$ cat src/rtl/ext_irq_pkg.sv
package ext_irq_pkg;
  typedef enum logic [1:0] {
    SENSE_LOW  = 2'b00,
    SENSE_ANY  = 2'b01,
    SENSE_FALL = 2'b10,
    SENSE_RISE = 2'b11
  } sense_e;

  localparam int unsigned SYNC_STAGES = 2;
endpackage

$ cat src/rtl/irq_sync.sv
module irq_sync #(
  parameter int unsigned W      = 7,
  parameter int unsigned STAGES = 2
) (
  input  logic         clk_i,
  input  logic         rst_ni,
  input  logic [W-1:0] d_i,
  output logic [W-1:0] q_o,
  output logic [W-1:0] prev_o
);
  // STAGES synchronizer flops plus one history flop
  logic [STAGES:0][W-1:0] pipe_q;

  always_ff @(posedge clk_i or negedge rst_ni) begin
    if (!rst_ni) begin
      pipe_q <= '0;
    end else begin
      pipe_q[0] <= d_i;
      for (int i = 1; i <= STAGES; i++) pipe_q[i] <= pipe_q[i-1];
    end
  end

  assign q_o    = pipe_q[STAGES-1];
  assign prev_o = pipe_q[STAGES];
endmodule

$ cat src/rtl/ext_sense.sv
module ext_sense
  import ext_irq_pkg::*;
(
  input  logic   clk_i,
  input  logic   rst_ni,
  input  sense_e mode_i,
  input  logic   en_i,
  input  logic   cur_i,
  input  logic   prev_i,
  input  logic   clr_i,
  output logic   req_o,
  output logic   pend_o
);
  logic rise, fall, hit, pend_q;

  assign rise = cur_i & ~prev_i;
  assign fall = ~cur_i & prev_i;

  always_comb begin
    unique case (mode_i)
      SENSE_ANY:  hit = rise | fall;
      SENSE_FALL: hit = fall;
      SENSE_RISE: hit = rise;
      default:    hit = 1'b0;
    endcase
  end

  // set has priority over clear
  always_ff @(posedge clk_i or negedge rst_ni) begin
    if (!rst_ni)             pend_q <= 1'b0;
    else if (en_i && hit)    pend_q <= 1'b1;
    else if (clr_i)          pend_q <= 1'b0;
  end

  assign pend_o = pend_q;
  assign req_o  = en_i & ((mode_i == SENSE_LOW) ? ~cur_i : pend_q);
endmodule

$ cat src/rtl/pin_change.sv
module pin_change #(
  parameter int unsigned N = 6
) (
  input  logic         clk_i,
  input  logic         rst_ni,
  input  logic         en_i,
  input  logic [N-1:0] mask_i,
  input  logic [N-1:0] cur_i,
  input  logic [N-1:0] prev_i,
  input  logic         clr_i,
  output logic         req_o,
  output logic         pend_o
);
  logic [N-1:0] pin_hit;
  logic         pend_q;

  for (genvar g = 0; g < N; g++) begin : g_pin
    assign pin_hit[g] = mask_i[g] & (cur_i[g] ^ prev_i[g]);
  end

  always_ff @(posedge clk_i or negedge rst_ni) begin
    if (!rst_ni)                 pend_q <= 1'b0;
    else if (en_i && |pin_hit)   pend_q <= 1'b1;
    else if (clr_i)              pend_q <= 1'b0;
  end

  assign pend_o = pend_q;
  assign req_o  = en_i & pend_q;
endmodule

$ cat src/rtl/ext_irq_unit.sv
module ext_irq_unit
  import ext_irq_pkg::*;
#(
  parameter int unsigned NPINS = 6
) (
  input  logic             clk_i,
  input  logic             rst_ni,
  input  logic             ext_pin_i,
  input  logic [NPINS-1:0] grp_pin_i,
  input  logic [1:0]       sense_mode_i,
  input  logic             ext_en_i,
  input  logic             grp_en_i,
  input  logic [NPINS-1:0] grp_mask_i,
  input  logic             ext_clr_i,
  input  logic             grp_clr_i,
  output logic             ext_req_o,
  output logic             grp_req_o,
  output logic             ext_pend_o,
  output logic             grp_pend_o
);
  localparam int unsigned SW = NPINS + 1;

  logic [SW-1:0] raw, cur, prev;

  assign raw = {ext_pin_i, grp_pin_i};

  irq_sync #(.W(SW), .STAGES(SYNC_STAGES)) u_sync (
    .clk_i  (clk_i),
    .rst_ni (rst_ni),
    .d_i    (raw),
    .q_o    (cur),
    .prev_o (prev)
  );

  ext_sense u_ext (
    .clk_i  (clk_i),
    .rst_ni (rst_ni),
    .mode_i (sense_e'(sense_mode_i)),
    .en_i   (ext_en_i),
    .cur_i  (cur[SW-1]),
    .prev_i (prev[SW-1]),
    .clr_i  (ext_clr_i),
    .req_o  (ext_req_o),
    .pend_o (ext_pend_o)
  );

  pin_change #(.N(NPINS)) u_grp (
    .clk_i  (clk_i),
    .rst_ni (rst_ni),
    .en_i   (grp_en_i),
    .mask_i (grp_mask_i),
    .cur_i  (cur[NPINS-1:0]),
    .prev_i (prev[NPINS-1:0]),
    .clr_i  (grp_clr_i),
    .req_o  (grp_req_o),
    .pend_o (grp_pend_o)
  );
endmodule

$ cat config.mk
export PLATFORM = sky130hd
export DESIGN_NAME = ext_irq_unit
export DESIGN_NICKNAME = d
export VERILOG_FILES = /design/src/rtl/ext_irq_pkg.sv /design/src/rtl/irq_sync.sv /design/src/rtl/ext_sense.sv /design/src/rtl/pin_change.sv /design/src/rtl/ext_irq_unit.sv
export SDC_FILE = /design/constraint.sdc
export NUM_CORES = 1
export LEC_CHECK = 0
export ABC_AREA = 1
export ABC_CLOCK_PERIOD_IN_PS = 2400
export BUFFER_PORTS_ARGS = -buffer_cell sky130_fd_sc_hd__buf_2
export CAP_MARGIN = 30
export CORE_MARGIN = 3
export CORE_UTILIZATION = 25
export CTS_CLUSTER_DIAMETER = 80
export DETAILED_ROUTE_END_ITERATION = 8
export PLACE_DENSITY = 0.53
export SKIP_LAST_GASP = 1
export SYNTH_ARGS = -nofsm -noshare
export SYNTH_HDL_FRONTEND = slang
export SYNTH_SLANG_ARGS = --single-unit
$ cat constraint.sdc
create_clock -name clk_i -period 2.4 [get_ports clk_i]
set_clock_uncertainty 0.1 [all_clocks]
set_input_delay 0.72 -clock clk_i [delete_from_list [all_inputs] [get_ports clk_i]]
set_output_delay 0.72 -clock clk_i [all_outputs]
set_load 0.05 [all_outputs]
==> results of run 1 <==
==> final cells by class <==
cell class	instances	area, µm²	area share [%]
multi-input combinational	41	196	19.0
inverter	13	48.8	4.72
tap	44	55.1	5.33
clock inverter	1	7.51	0.726
timing repair buffer	25	128	12.3
sequential	23	576	55.7
clock buffer	3	22.5	2.18
==> state kept, by name, indices dropped and copies added (netlist names) <==
register	cells
u_sync.pipe_q	7
u_sync.q_o	7
u_ext.pend_o	1
u_grp.pend_o	1
u_sync.prev_o	7
==> cells in the final DEF (no fill, tap or decap), types with 2 or more instances in the layout <==
cell      instances
nor2_1           13
nand3_1           4
clkbuf_4          3
dfrtp_1          23
buf_2            24
nand2_1          18
ha_1              2
inv_1            13
o21ai_0           2
==> path summary, 6_finish.rpt <==
check / from / depth (start not counted) / endpoint
max: sense_mode_i[1] / 5 / ext_req_o
min: rst_ni / 1 / u_sync.q_o[2]$_DFF_PN0_
max reg2reg: u_sync.q_o[6]$_DFF_PN0_ / 5 / u_ext.pend_o$_DFFE_PN0P_
min reg2reg: u_sync.pipe_q[1]$_DFF_PN0_ / 0 / u_sync.q_o[1]$_DFF_PN0_
max in group asynchronous: rst_ni / 1 / u_ext.pend_o$_DFFE_PN0P_
min in group clk_i: u_sync.pipe_q[1]$_DFF_PN0_ / 0 / u_sync.q_o[1]$_DFF_PN0_
==> metrics by stage <==
step	util, %	instance area (µm²)	hold WS, ns	setup WS [ns]	std cells
2_1_floorplan	-	821	0.231	0.0362	77
3_3_place_gp	32.6	1000	0.232	0.137	146
3_5_place_dp	32.6	1000	0.236	0.102	146
4_1_cts	33.6	1030	0.258	0.0959	150
5_1_grt	33.6	1030	0.253	0.0461	150
6_report	33.6	1030	0.253	0.0949	150
==> logic make-up (layout without fill, tap and decap cells) <==
logic type | count (synthesis) | in the layout | share of synthesized area (%)
AO/OA/AOI/OAI | 4 | 4 | 2.79
AND/OR/NAND/NOR | 35 | 35 | 16.9
buffers and inverters | 13 | 42 | 6.04
adder cells (fa/ha/maj) | 2 | 2 | 3.10
flip-flops | 23 | 23 | 71.2
==> report_power, final <==
group / switching (mW) / total (mW) / internal (mW)
Clock: 0.112 / 0.176 / 0.0636
Sequential: 0.0118 / 0.421 / 0.409
Combinational: 0.0565 / 0.0874 / 0.0309
Total: 0.181 / 0.684 / 0.503
==> metal layers <==
layer	wire (µm)	track usage, %
met1	545	7.90
met4	33	4.68
met5	0	0
met2	570	10.4
met3	106	3.96
==> results.tsv, run 1 <==
metric	value	unit
outcome	finished, final reports clean	
RSZ-0062 raised after global routing	false	
Vias	556	
DR pass1 iterations	4	
Setup Fix Bufs, Post-CTS	0	
CTS-repair resized insts	0	
worst slew pin tran	0.497	ns
largest net degree at the start of global routing	24	
type of destination of the critical path	output pin	
Pwr per Cell Area	662	nW/µm²
Post-Synthesis Cells	77	
final setup violating endpoints	0	
Fillers	315	
CTS Hold Bufs	0	
Bufs on Longest Clock Path	2	
final hold violations	0	
Area growth syn-to-layout	27.9	%
Layout Nets	130	
most common cell in the synthesized netlist	dfrtp_1	
WP data required	1.58	ns
fraction of layout cells with a size suffix above 1	28.3	%
Core Rows	20	
asr flop ratio synth	100	%
crit-path max FO	2	
Synth area leaders	dfrtp_1 (71%), nand2_1 (8.4%), inv_1 (6.0%), nor2_1 (6.0%), ha_1 (3.1%)	
max-slew violations	0	
DRC viols	0	
number of synthesized flops with an enable pin	0	
Max Cap Viol	0	
Max Freq	0.434	GHz
delay-heaviest family, CP	buffers and inverters	
Seq/Total Area, Yosys	71.2	%
Antenna Cells	0	
initial antenna violation count	0	
area of the core	3080	µm²
vias per cell	3.71	
Seq cells post-synth	23	
Arr. time, crit path	1.49	ns
number of port buffers	24	
post-synth top area cell	dfrtp_1	
Commonest cells post-synth	dfrtp_1 (23), nand2_1 (18), inv_1 (13), nor2_1 (13), nand3_1 (4)	
vias in the first global route	499	
Clock Pin Slew Worst Setup and Hold Paths	0.12	ns
first-pass GRT wire length	2110	µm
GPL Wtd Cong	0.685	
die height	62.9	µm
CP startpoint kind	input port	
area share of the leading cell type in the synthesized netlist	71.2	%
Final Power	0.684	mW
Starting Density	26.3	%
root buffer cell	clkbuf_4	
Synth cell types	9	
initial drt markers	21	
Leak	0.554	nW
CTS Sinks	23	
R2R Setup Slk	1.17	ns
Mapped Area	808	µm²
Synth warnings	0	
drt total wl	1250	µm
DR WL/cell	8.36	µm
post-layout min period	2.31	ns
latest clock arrival within the worst-skew pair	0.31	ns
Final period util	96.0	%
worst hold-check path type	in -> async	
Cell Chain, Critical Path	buf_2 -> nor2_1 -> nor2_1 -> a211oi_4 -> buf_2	
CP max stage delay	0.29	ns
TritonCTS Buffers	3	
total global routing track utilization	7.13	%
Slowest-stage cell, CP	buf_2	
relative max-transition margin	66.9	%
CTS tree	done	
Crit Path Class	in -> out	
syn nets	100	
die area	3950	µm²
peak supply drop	0.000354	V
Top Ports	25	
TNS Setup	0	ns
Die W	62.9	µm
GR Overflow Total	0	
H-tree Lvls	1	
Final ANT Viol Nets	0	
syn avg cell area	10.5	µm²
DP HPWL	972	µm
Main synth FF type	dfrtp_1	
CP bufs+invs	2	
(Power assumes the default switching activity.)
==> run 2: changes to the inputs <==
Settings changed: BUFFER_PORTS_ARGS -buffer_cell sky130_fd_sc_hd__buf_2 to -buffer_cell sky130_fd_sc_hd__buf_4, SLEW_MARGIN set to 20.
==> run 2 against run 1 <==
Net effect: wire length down 0.24%; non-clock buffer count unchanged; worst hold slack worse by 0.069 ns; register-to-register slack better by 0.02 ns; critical path depth unchanged; setup slack better by 0.059 ns; largest cell class unchanged; highest routed layer unchanged.
==> results.tsv, run 2 (same netlist as run 1, synthesis figures left out) <==
metric	value	unit	change
Starting Density	26.3	%	unchanged
Clk pwr share	24.3	%	-1.4 points
type of destination of the critical path	output pin		
DP Cell Count	146		unchanged
crit-path max FO	2		unchanged
sequential share of power	61.1	%	-0.4 points
largest net degree at the start of global routing	24		unchanged
Leak	0.578	nW	+4.2%
initial drt markers	1		-95%
Slowest-stage cell, CP	buf_4		
CP startpoint kind	input port		
vias in the first global route	530		+6.2%
CTS Sinks	23		unchanged
worst slew pin tran	0.273	ns	-0.224 ns
Final Cell Area	1090	µm²	+5.6%
Max Freq	0.445	GHz	+2.6%
Setup WS pre-CTS	0.159	ns	+0.0566 ns
Area growth syn-to-layout	35.0	%	
Clock Pin Slew Worst Setup and Hold Paths	0.12	ns	about the same
setup slack after layout	0.154	ns	+0.0595 ns
R2R Setup Slk	1.19	ns	+0.02 ns
metal2 WL	584	µm	+2.5%
timing endpoint of the critical path	ext_req_o		
area of the core	3080	µm²	unchanged
TritonCTS Buffers	3		unchanged
Final period util	93.6	%	-2.5 points
Core Util, Final	35.4	%	+1.9 points
Cell Chain, Critical Path	buf_4 -> nor2_1 -> nor2_1 -> a211oi_4 -> buf_4		
delay-heaviest family, CP	buffers and inverters		
commonest non-fill, non-tap cells in the layout	buf_4 (25), dfrtp_1 (23), nand2_1 (18)		
post-layout min period	2.25	ns	-0.0595 ns
die area	3950	µm²	unchanged
length of routed wiring on met1	554	µm	+1.7%
number of port buffers	24		unchanged
Antenna Cells	0		unchanged
WL met3	82	µm	-23%
Crit Path Class	in -> out		
root buffer cell	clkbuf_4		
Core Rows	20		unchanged
relative max-transition margin	81.8	%	+15 points
total global routing track utilization	7.10	%	-0.030 points
Die W	62.9	µm	unchanged
Vias	538		-3.2%
Arr. time, crit path	1.43	ns	-0.06 ns
CP max stage delay	0.23	ns	-0.06 ns
Worst path depth	5		unchanged
outcome	finished, final reports clean		
Top Ports	25		unchanged
CTS-repair resized insts	0		unchanged
die height	62.9	µm	unchanged
Worst Reg2Reg Path Length in Cells	5		unchanged
drt total wl	1250	µm	-0.24%
Sw Ratio	25.3	%	-1.2 points
DR pass1 iterations	2		-2
R2R Path Start	u_sync.q_o[6]$_DFF_PN0_		
Final ANT Viol Nets	0		unchanged
final hold violations	0		unchanged
latest clock arrival within the worst-skew pair	0.30	ns	about the same
GPL Wtd Cong	0.692		+1.1%
vias per cell	3.59		-3.2%
Setup Fix Bufs, Post-CTS	0		unchanged
peak supply drop	0.000314	V	-11%
max-slew violations	0		unchanged
P_sw	0.174	mW	-3.7%
DRC viols	0		unchanged
RR Endpoint	u_ext.pend_o$_DFFE_PN0P_		
H-tree Lvls	1		unchanged
CP bufs+invs	2		unchanged
TNS Setup	0	ns	unchanged
first-pass GRT wire length	2190	µm	+3.6%
Pwr per Cell Area	631	nW/µm²	-4.6%
Max Cap Viol	0		unchanged
Layout Nets	130		unchanged
DP HPWL	987	µm	+1.6%
DR WL/cell	8.34	µm	-0.24%
RSZ-0062 raised after global routing	false		
final setup violating endpoints	0		unchanged
initial antenna violation count	0		unchanged
fraction of layout cells with a size suffix above 1	28.3	%	unchanged
commonest non-fill, non-tap cell in the layout	buf_4		
CTS tree	done		
CTS Hold Bufs	0		unchanged
worst hold-check path type	in -> async		
Internal	0.515	mW	+2.3%
critical path launch point	sense_mode_i[1]		
WP data required	1.58	ns	about the same
Bufs on Longest Clock Path	2		unchanged
GR Overflow Total	0		unchanged
max layer used	met4		
final cell count without fillers	150		unchanged
Post-DP Area	1060	µm²	+6.0%
Gate power share	14.6	%	+1.8 points
[run 2: cell count changes in the layout (fill, tap and decap cells not counted)]
cell / before / now
clkinv_2: 0 / 1
clkinvlp_4: 1 / 0
buf_2: 24 / 0
buf_4: 1 / 25
[run 2: through the flow]
step	total power, mW	hold WS, ns
6_report	0.689	0.183
5_1_grt	0.737	0.173
4_1_cts	0.706	0.180
3_5_place_dp	0.532	0.236
3_3_place_gp	0.528	0.232
2_1_floorplan	0.479	0.231
[run 2: power groups by stage]
stage / logic [mW] / clock network (mW) / registers, mW
after floorplan: 0.0392 / 0 / 0.440
after global placement: 0.100 / 0 / 0.428
after detailed placement: 0.103 / 0 / 0.429
after CTS: 0.103 / 0.182 / 0.421
after global routing: 0.111 / 0.201 / 0.425
final: 0.100 / 0.168 / 0.421
[run 2: worst reg2reg max path, stage by stage, from the launching register on]
cell and delay [ns]:
dfrtp_1 0.45, ha_1 0.20, a21oi_1 0.12, o21ai_0 0.09, nand3_1 0.07, o21ai_0 0.08
[run 2: worst min-delay path by stage]
stage                                       endpoint
after floorplan              u_sync.q_o[0]$_DFF_PN0_
after global placement       u_sync.q_o[1]$_DFF_PN0_
after detailed placement     u_sync.q_o[3]$_DFF_PN0_
after CTS                 u_sync.pipe_q[3]$_DFF_PN0_
after global routing      u_sync.pipe_q[3]$_DFF_PN0_
final                     u_sync.pipe_q[6]$_DFF_PN0_
[run 2: layout make-up]
cell class / count / area, µm²
sequential: 23 / 576
multi-input combinational: 41 / 196
clock buffer: 3 / 22.5
fill: 316 / 1990
inverter: 13 / 48.8
tap: 44 / 55.1
clock inverter: 1 / 5.00
timing repair buffer: 25 / 188
[run 2: per-layer routing]
layer	vias up	global-route usage, %
li1	287	-
met1	231	8.61
met2	16	10.7
met3	4	2.16
met4	0	4.96
met5	-	0
==> run 3: changes to the inputs <==
Settings changed: CORE_UTILIZATION 25 to 51, PLACE_DENSITY 0.53 to 0.88.
==> run 3 against run 2 <==
Net effect: sequential power hardly changed; fmax decreased by 0.68%; combinational power about the same; global-route usage up 7.0 points; non-clock buffer count did not move; setup slack lost 0.015 ns; wire length is 2.3% higher; core utilization rose by 40 points; via count increased by 5.4%; clock power about the same; count of clock-buffer cells in the layout unchanged; critical path type unchanged; critical endpoint unchanged.
==> results.tsv, run 3 (same netlist as run 1, synthesis figures left out) <==
metric	value	unit	change
outcome	finished, final reports clean		
sequential share of power	60.9	%	-0.2 points
Worst Reg2Reg Path Length in Cells	5		unchanged
drt total wl	1280	µm	+2.3%
Starting Density	57.8	%	+32 points
die height	45.8	µm	-27%
Leak	0.578	nW	unchanged
Clock Pin Slew Worst Setup and Hold Paths	0.12	ns	about the same
Layout Nets	130		unchanged
largest net degree at the start of global routing	24		unchanged
Max Freq	0.442	GHz	-0.68%
final hold violations	0		unchanged
DR WL/cell	10.6	µm	+27%
vias per cell	4.69		+31%
final setup violating endpoints	0		unchanged
GR Overflow Total	0		unchanged
WP data required	1.58	ns	about the same
Pwr per Cell Area	656	nW/µm²	+3.9%
M1 GR Usage	14.0	%	+5.3 points
number of port buffers	24		unchanged
post-layout min period	2.26	ns	+0.0153 ns
area of the core	1400	µm²	-55%
Antenna Cells	0		unchanged
Crit Path Class	in -> out		
Max Cap Viol	0		unchanged
GR peak layer	met2		
peak supply drop	0.000484	V	+54%
DR pass1 iterations	4		+2
crit-path max FO	2		unchanged
initial drt markers	1		unchanged
Final ANT Viol Nets	0		unchanged
TritonCTS Buffers	3		unchanged
Fillers	99		-69%
Arr. time, crit path	1.44	ns	about the same
relative max-transition margin	81.4	%	-0.42 points
P_sw	0.177	mW	+1.6%
Internal	0.515	mW	about the same
H-tree Lvls	1		unchanged
Vias	567		+5.4%
total global routing track utilization	14.1	%	+7.0 points
fraction of layout cells with a size suffix above 1	28.3	%	unchanged
Gate power share	14.6	%	about the same
R2R Path Start	u_sync.q_o[6]$_DFF_PN0_		
worst hold slack	0.172	ns	-0.0109 ns
CTS-repair resized insts	0		unchanged
RR Endpoint	u_ext.pend_o$_DFFE_PN0P_		
TNS Setup	0	ns	unchanged
register area	576	µm²	unchanged
max-slew violations	0		unchanged
GPL Wtd Cong	0.689		-0.38%
Clk pwr share	24.5	%	+0.2 points
latest clock arrival within the worst-skew pair	0.31	ns	about the same
Setup Fix Bufs, Post-CTS	0		unchanged
R2R Setup Slk	1.19	ns	about the same
first-pass GRT wire length	2050	µm	-6.3%
commonest non-fill, non-tap cells in the layout	buf_4 (25), dfrtp_1 (23), nand2_1 (18)		
CTS tree	done		
Multi-input gate area	196	µm²	unchanged
type of destination of the critical path	output pin		
CP startpoint kind	input port		
Final period util	94.2	%	+0.64 points
CTS Sinks	23		unchanged
Core Rows	13		-35%
Sw Ratio	25.5	%	+0.29 points
root buffer cell	clkbuf_4		
worst slew pin tran	0.279	ns	+0.00632 ns
Die W	45.8	µm	-27%
CTS Hold Bufs	0		unchanged
Bufs on Longest Clock Path	2		unchanged
initial antenna violation count	0		unchanged
Area growth syn-to-layout	30.5	%	
commonest non-fill, non-tap cell in the layout	buf_4		
die area	2100	µm²	-47%
worst hold-check path type	in -> async		
Top Ports	25		unchanged
global-route met2 utilization	24.2	%	+14 points
vias in the first global route	568		+7.2%
RSZ-0062 raised after global routing	false		
met3 usage	2.37	%	+0.21 points
DRC viols	0		unchanged
==> run 3: cell counts in the layout (fill, tap and decap cells not counted) <==
No cell type changed its count.
==> run 3: power by group through the flow <==
stage / sequential (mW) / combinational, mW / clock [mW]
2_1_floorplan: 0.440 / 0.0392 / 0
3_3_place_gp: 0.428 / 0.0981 / 0
3_5_place_dp: 0.430 / 0.102 / 0
4_1_cts: 0.422 / 0.102 / 0.181
5_1_grt: 0.425 / 0.111 / 0.197
6_report: 0.422 / 0.101 / 0.170
==> run 3: routing by layer <==
layer	vias to the layer above	part of all wire, %
met3	4	6.7
met4	0	3.3
li1	287	-
met5	-	0
met2	19	52
met1	257	38
==> run 3: area by class of cell <==
type	instances	area share (%)
clock buffers	3	2.14
well taps	15	1.78
multi-input cells	41	18.6
flip-flops and latches	23	54.6
clock inverters	1	0.474
inverters	13	4.63
repair buffers	25	17.8
==> run 3: per-stage QoR <==
stage	instances	area (µm²)	utilization (%)	worst slack [ns]	total power, mW
global placement	117	1030	73.4	0.186	0.526
floorplan	77	821	-	0.0362	0.479
finish	121	1050	75.4	0.139	0.692
global route	121	1050	75.4	0.0812	0.732
detailed placement	117	1030	73.4	0.139	0.532
CTS	121	1050	75.4	0.139	0.705
==> run 3: how the worst max path moves through the flow <==
| stage | startpoint | to |
|---|---|---|
| 2_1_floorplan | sense_mode_i[1] | ext_req_o |
| 3_3_place_gp | sense_mode_i[1] | ext_req_o |
| 3_5_place_dp | sense_mode_i[1] | ext_req_o |
| 4_1_cts | sense_mode_i[1] | ext_req_o |
| 5_1_grt | sense_mode_i[1] | ext_req_o |
| 6_report | sense_mode_i[1] | ext_req_o |
==> run 3: critical path, stage by stage <==
cell and delay (ns):
buf_4 0.11, nor2_1 0.14, nor2_1 0.09, a211oi_4 0.15, buf_4 0.23
